## src/rtl/flsr_pkg.sv

```systemverilog
package flsr_pkg;

  typedef enum logic [1:0] {
    ST_IDLE = 2'd0,
    ST_BUSY = 2'd1,
    ST_PROT = 2'd2,
    ST_ERR  = 2'd3
  } flsr_state_e;

  localparam logic [7:0] CMD_SR_READ  = 8'h70;
  localparam logic [7:0] CMD_SR_CLEAR = 8'h71;
  localparam logic [7:0] CMD_RESET    = 8'hF0;
  localparam logic [7:0] CMD_SUSPEND  = 8'hB0;
  localparam logic [7:0] CMD_RESUME   = 8'h30;

  typedef struct packed {
    logic sr_read;
    logic sr_clear;
    logic reset;
    logic suspend;
    logic resume;
  } flsr_cmd_t;

endpackage

```

## src/rtl/flsr_cmd_decode.sv

```systemverilog
module flsr_cmd_decode
  import flsr_pkg::*;
(
  input  logic        cmd_we,
  input  logic [7:0]  cmd_code,
  input  flsr_state_e st,
  output flsr_cmd_t   cmd
);

  logic restricted;
  logic busy;

  always_comb begin
    restricted   = (st == ST_PROT) || (st == ST_ERR);
    busy         = (st == ST_BUSY);
    cmd.sr_read  = cmd_we && (cmd_code == CMD_SR_READ);
    cmd.sr_clear = cmd_we && (cmd_code == CMD_SR_CLEAR);
    cmd.reset    = cmd_we && (cmd_code == CMD_RESET);
    cmd.suspend  = cmd_we && !restricted && busy && (cmd_code == CMD_SUSPEND);
    cmd.resume   = cmd_we && !restricted && busy && (cmd_code == CMD_RESUME);
  end

endmodule

```

## src/rtl/flsr_prot_timer.sv

```systemverilog
module flsr_prot_timer #(
  parameter int unsigned PROT_CYCLES = 2000
) (
  input  logic clk,
  input  logic rst,
  input  logic load,
  input  logic run,
  output logic expired
);

  localparam int unsigned CW = $clog2(PROT_CYCLES + 1);
  localparam logic [CW-1:0] START = CW'(PROT_CYCLES - 1);

  logic [CW-1:0] cnt_q;

  always_ff @(posedge clk) begin
    if (rst) begin
      cnt_q <= '0;
    end else if (load) begin
      cnt_q <= START;
    end else if (run && (cnt_q != '0)) begin
      cnt_q <= cnt_q - 1'b1;
    end
  end

  assign expired = (cnt_q == '0);

endmodule

```

## src/rtl/flsr_poll_gen.sv

```systemverilog
module flsr_poll_gen #(
  parameter int unsigned DW = 16
) (
  input  logic          clk,
  input  logic          rst,
  input  logic          advance,
  input  logic          restart,
  input  logic          is_erase,
  input  logic          last_b7,
  input  logic          in_err,
  input  logic          abort_flag,
  output logic [DW-1:0] word
);

  logic tgl_q;

  always_ff @(posedge clk) begin
    if (rst || restart) begin
      tgl_q <= 1'b0;
    end else if (advance) begin
      tgl_q <= ~tgl_q;
    end
  end

  always_comb begin
    word    = '0;
    word[7] = !is_erase && !last_b7;
    word[6] = tgl_q;
    word[5] = in_err;
    word[3] = is_erase;
    word[2] = tgl_q;
    word[1] = in_err && abort_flag;
  end

endmodule

```

## src/rtl/flsr_status_unit.sv

```systemverilog
module flsr_status_unit
  import flsr_pkg::*;
#(
  parameter int unsigned    DW          = 16,
  parameter int unsigned    AW          = 16,
  parameter int unsigned    PROT_CYCLES = 2000,
  parameter logic [DW-1:0]  STUB_WORD   = 'hA5C3
) (
  input  logic          clk,
  input  logic          rst,
  input  logic          cmd_we,
  input  logic [7:0]    cmd_code,
  input  logic          rd_en,
  input  logic [AW-1:0] rd_addr,
  output logic          rd_valid,
  output logic [DW-1:0] rd_data,
  input  logic          op_start,
  input  logic          op_is_erase,
  input  logic          wb_last_bit7,
  input  logic          op_done,
  input  logic          ev_prog_fail,
  input  logic          ev_erase_fail,
  input  logic          ev_protect,
  input  logic          ev_wb_abort,
  output logic          ready_nbusy
);

  flsr_state_e st_q, st_n;
  logic [6:1]  sr_q, sr_n;
  logic        pend_q, pend_n;
  logic        erase_q, b7_q;
  logic        prot_load, prot_done;
  logic        err_any;
  logic        advance;
  logic [7:0]  sr_view;
  logic [DW-1:0] poll_word;
  flsr_cmd_t   cmd;

  flsr_cmd_decode u_dec (
    .cmd_we   (cmd_we),
    .cmd_code (cmd_code),
    .st       (st_q),
    .cmd      (cmd)
  );

  flsr_prot_timer #(.PROT_CYCLES(PROT_CYCLES)) u_tmr (
    .clk     (clk),
    .rst     (rst),
    .load    (prot_load),
    .run     (st_q == ST_PROT),
    .expired (prot_done)
  );

  assign advance = rd_en && !pend_q && (st_q != ST_IDLE);

  flsr_poll_gen #(.DW(DW)) u_poll (
    .clk        (clk),
    .rst        (rst),
    .advance    (advance),
    .restart    (cmd.reset),
    .is_erase   (erase_q),
    .last_b7    (b7_q),
    .in_err     (st_q == ST_ERR),
    .abort_flag (sr_q[3]),
    .word       (poll_word)
  );

  assign err_any = ev_prog_fail || ev_erase_fail || ev_wb_abort;
  assign sr_view = {(st_q == ST_IDLE) || (st_q == ST_ERR), sr_q, 1'b0};

  always_comb begin
    st_n      = st_q;
    sr_n      = sr_q;
    pend_n    = pend_q;
    prot_load = 1'b0;
    if (rd_en && pend_q) pend_n = 1'b0;
    if (cmd.sr_read)     pend_n = 1'b1;
    if (cmd.sr_clear) begin
      sr_n[5:1] = '0;
      if (st_q == ST_ERR) st_n = ST_IDLE;
    end
    if (cmd.reset) begin
      sr_n   = '0;
      pend_n = 1'b0;
      if ((st_q == ST_BUSY) || (st_q == ST_ERR)) st_n = ST_IDLE;
    end
    if (cmd.suspend) begin
      if (erase_q) sr_n[6] = 1'b1;
      else         sr_n[2] = 1'b1;
    end
    if (cmd.resume) begin
      sr_n[6] = 1'b0;
      sr_n[2] = 1'b0;
    end
    case (st_q)
      ST_IDLE: if (op_start) st_n = ST_BUSY;
      ST_BUSY: begin
        if (!cmd.reset) begin
          if (err_any) begin
            st_n = ST_ERR;
            if (ev_prog_fail)  sr_n[4] = 1'b1;
            if (ev_erase_fail) sr_n[5] = 1'b1;
            if (ev_wb_abort)   sr_n[3] = 1'b1;
          end else if (ev_protect) begin
            st_n      = ST_PROT;
            sr_n[1]   = 1'b1;
            prot_load = 1'b1;
          end else if (op_done) begin
            st_n    = ST_IDLE;
            sr_n[6] = 1'b0;
            sr_n[2] = 1'b0;
          end
        end
      end
      ST_PROT: if (prot_done) st_n = ST_IDLE;
      default: ;
    endcase
  end

  always_ff @(posedge clk) begin
    if (rst) begin
      st_q        <= ST_IDLE;
      sr_q        <= '0;
      pend_q      <= 1'b0;
      erase_q     <= 1'b0;
      b7_q        <= 1'b0;
      ready_nbusy <= 1'b1;
      rd_valid    <= 1'b0;
      rd_data     <= '0;
    end else begin
      st_q        <= st_n;
      sr_q        <= sr_n;
      pend_q      <= pend_n;
      ready_nbusy <= (st_n == ST_IDLE);
      rd_valid    <= rd_en;
      if ((st_q == ST_IDLE) && op_start) begin
        erase_q <= op_is_erase;
        b7_q    <= wb_last_bit7;
      end
      if (rd_en) begin
        if (pend_q)                rd_data <= {{(DW-8){1'b0}}, sr_view};
        else if (st_q != ST_IDLE)  rd_data <= poll_word;
        else                       rd_data <= STUB_WORD ^ DW'(rd_addr);
      end
    end
  end

endmodule

```

## config.mk

```make
export PLATFORM = sky130hd
export DESIGN_NAME = flsr_status_unit
export DESIGN_NICKNAME = d
export VERILOG_FILES = /design/src/rtl/flsr_pkg.sv /design/src/rtl/flsr_cmd_decode.sv /design/src/rtl/flsr_prot_timer.sv /design/src/rtl/flsr_poll_gen.sv /design/src/rtl/flsr_status_unit.sv
export SDC_FILE = /design/constraint.sdc
export NUM_CORES = 1
export LEC_CHECK = 0
export ABC_AREA = 0
export BUFFER_PORTS_ARGS = -buffer_cell sky130_fd_sc_hd__buf_2
export CAP_MARGIN = 40
export CORE_MARGIN = 2
export CORE_UTILIZATION = 40
export CTS_CLUSTER_DIAMETER = 150
export DETAILED_ROUTE_END_ITERATION = 7
export MAX_ROUTING_LAYER = met4
export PLACE_DENSITY = 0.73
export REMOVE_ABC_BUFFERS = 1
export SLEW_MARGIN = 10
export SYNTH_ARGS = -nofsm -noshare
export SYNTH_HDL_FRONTEND = slang
export SYNTH_SLANG_ARGS = --single-unit
```

## constraint.sdc

```tcl
create_clock -name clk -period 2.9 [get_ports clk]
set_input_delay 0 -clock clk [delete_from_list [all_inputs] [get_ports clk]]
set_output_delay 0 -clock clk [all_outputs]
set_load 0.1 [all_outputs]
```

==> impl_metrics.env <==
export IMPL_reg2reg_slack_ns=0.90
export IMPL_status="finished clean"
export IMPL_numCtsBuffers=5
export IMPL_multi_input_area_um2=1110
export IMPL_synth_top_cell_by_area="dfxtp_1"
export IMPL_p_switching_w=0.000994
export IMPL_num_antenna_cells=0
export IMPL_grt_pass1_vias=1748
export IMPL_r2r_start="st_q[1]"
export IMPL_io_buffers=53
export IMPL_hold_viol=0
export IMPL_die_x_um=75.0
export IMPL_power_frac_seq_pct=34.2
export IMPL_yosys_top_cells_area="dfxtp_1, a21oi_1, nor2_1"
export IMPL_path_clk_slew_ns=0.09
export IMPL_final_core_util_pct=52.6
export IMPL_seq_area_frac_synth_pct=40.7
export IMPL_cts_tree="built"
export IMPL_setup_viol=0
export IMPL_fin_nets=335
export IMPL_finalPower_w=0.00228
export IMPL_yosysTopAreaCellShare_pct=40.7
export IMPL_dp_hpwl_um=3240
export IMPL_first_pass_iters=4
export IMPL_num_io_pins=54
export IMPL_grtUsageTotal_pct=17.6
export IMPL_rsz0062_at_grt="false"
export IMPL_drv_cap=0
export IMPL_slew_viol_final=0
export IMPL_synthCells=236
export IMPL_crit_chain="inv_1, ha_1, nor3b_1, nand2_1, a21oi_1"
export IMPL_fmax_mhz=499
export IMPL_intPower_w=0.00128
export IMPL_ys_ff_latch=41
export IMPL_finalCritPeriodShare_pct=69.1
export IMPL_num_vias=1895
export IMPL_clkLatencyLatePin_ns=0.29
export IMPL_die_y_um=75.0
export IMPL_required_ns=3.13
export IMPL_final_cell_mix="buf_2, dfxtp_1, nor2_1"
export IMPL_setup_tns_ns=0
export IMPL_critical_path_slowest_cell="ha_1"
export IMPL_synthArstFlopShare_pct=0
export IMPL_regArea_um2=821
export IMPL_synth_warnings=0
export IMPL_power_frac_comb_pct=45.6
export IMPL_tightestPinTransition_ns=0.727
export IMPL_core_area_um2=4790
export IMPL_cts_setup_buffers=0
export IMPL_path_class="flop to flop"
export IMPL_clock_power_share_pct=20.3
export IMPL_ys_flop_type="dfxtp_1"
export IMPL_drc=0
export IMPL_synth_edf_count=0
export IMPL_grt_ovfl_total=0
export IMPL_fillers=456
export IMPL_synth_distinct_cells=44
export IMPL_wire_per_inst_um=12.6
export IMPL_dieArea_um2=5620
export IMPL_crit_buf_inv=1
export IMPL_grt_max_degree=41
export IMPL_maxSlewHeadroom_pct=51.5
export IMPL_path_max_fanout=19
export IMPL_finalCriticalPeriod_ns=2.00
export IMPL_std_cell_rows=25
export IMPL_p_per_area_nw_per_um2=906
export IMPL_max_stage_delay_ns=0.64
export IMPL_finalClockSkew_ns=0.00980
export IMPL_gp_congestion=0.875
export IMPL_htree_num_levels=2
export IMPL_antenna_found_initial=0
export IMPL_ant_nets=0
export IMPL_cp_startpoint="st_q[1]"
export IMPL_end_kind="flop"
export IMPL_crit_family="simple AND/OR/NAND/NOR gates"
export IMPL_netlist_area_um2=2010
export IMPL_swShare_pct=43.6
export IMPL_clock_sinks=41
export IMPL_p_leak_nw=1.06
export IMPL_initial_core_util_pct=42.1
export IMPL_cp_start_kind="flop"
export IMPL_area_growth_pct=24.9
export IMPL_drt_iter0_markers=101
export IMPL_layout_commonest_cell="buf_2"
export IMPL_grt_pass1_wl_um=7510
export IMPL_synth_avg_cell_area_um2=8.54
export IMPL_wirelength_um=4520
export IMPL_layout_drive_gt1_share_pct=23.5
export IMPL_hold_path_class="input port to flop"
export IMPL_vdd_drop_max_uv=456
export IMPL_cts_root_buf="clkbuf_8"
export IMPL_viasPerCell=5.26
export IMPL_hp_start="rd_addr[15]"
export IMPL_clockBufferDepth=2
export IMPL_cp_arrival_ns=2.23
==> synthesized netlist by cell type, drive strengths merged (2+ instances only) <==
cell type / n
a211oi: 6
nor2b: 5
and4b: 2
a31oi: 2
clkbuf: 9
a21o: 2
o21ai: 6
nand3b: 3
ha: 7
dfxtp: 41
o211ai: 2
mux2i: 6
a21oi: 26
nor3: 8
nand4: 4
nand3: 7
nand2: 16
nor3b: 3
xnor2: 2
nor2: 32
xor2: 8
buf: 4
inv: 9
a22oi: 7
nand4b: 3
==> state kept, by name, indices dropped and copies added (netlist names) <==
| register | count |
|---|---|
| u_tmr.cnt_q | 11 |
| rd_data | 16 |
| rd_valid | 1 |
| ready_nbusy | 1 |
| sr_q | 6 |
| u_poll.tgl_q | 1 |
| pend_q | 1 |
| b7_q | 1 |
| erase_q | 1 |
| st_q | 2 |
==> per-stage QoR <==
stage / setup slack [ns] / instances / hold slack, ns / area (um2)
after floorplan: 1.14 / 223 / 0.0667 / 1960
after global placement: 0.982 / 343 / 0.239 / 2310
after detailed placement: 0.927 / 343 / 0.242 / 2310
after CTS: 0.901 / 360 / 0.00204 / 2520
after global routing: 0.574 / 360 / 0.0134 / 2520
final: 0.896 / 360 / 0.00274 / 2520
==> layout make-up <==
class | instances | area share, %
multi-input combinational | 173 | 44.0
clock inverter | 3 | 1.84
clock buffer | 5 | 2.73
sequential | 41 | 32.6
inverter | 9 | 1.34
timing repair buffer | 62 | 14.1
tap | 67 | 3.33
==> final timing paths <==
check	end	cells past startpoint
hold reg to reg	rd_data[7]	2
setup / recovery	rd_data[5]	5
hold / removal	rd_data[15]	4
setup reg to reg	rd_data[5]	5
==> per-layer routing <==
layer	vias up	share of wire [%]	global-route usage [%]	routed length, um
met1	892	48	21.4	2150
met4	0	0.69	5.16	31
met5	-	0	-	0
met2	46	47	29.0	2150
met3	6	4.2	4.28	191
li1	951	-	-	-
==> cell families (layout without fill, tap and decap cells) <==
logic type               count (synthesis)  count (layout)  share of synthesized area (%)
AO/OA/AOI/OAI                           60              60                           19.4
XOR/XNOR                                10              10                           4.35
adder cells (fa/ha/maj)                  7               7                           4.35
buffers and inverters                   22              79                           4.29
flip-flops                              41              41                           40.7
multiplexers                             6               6                           2.98
AND/OR/NAND/NOR                         90              90                           23.9
==> power groups by stage <==
stage | Clock (W) | Combinational, W | Sequential (W)
floorplan | 0 | 0.000542 | 0.00108
global placement | 0 | 0.00102 | 0.000787
detailed placement | 0 | 0.00103 | 0.000792
CTS | 0.000473 | 0.00104 | 0.000779
global route | 0.000505 | 0.00113 | 0.000798
finish | 0.000462 | 0.00104 | 0.000779
==> worst reg2reg max path: cells and delay by family, from the launching register on <==
kind / cells / cell delay, ns
adders and majority gates: 1 / 0.64
DFF: 1 / 0.37
buffers and inverters: 1 / 0.12
AOI/OAI and AO/OA: 1 / 0.13
and+or+nand+nor: 2 / 0.69
==> what timing repair did <==
item / in CTS / in global routing
hold buffers: 9 / 0
endpoints found under the hold margin: 10 / 0
gates resized for setup: 0 / 0
Note: power is estimated with default switching activity, not from simulation.
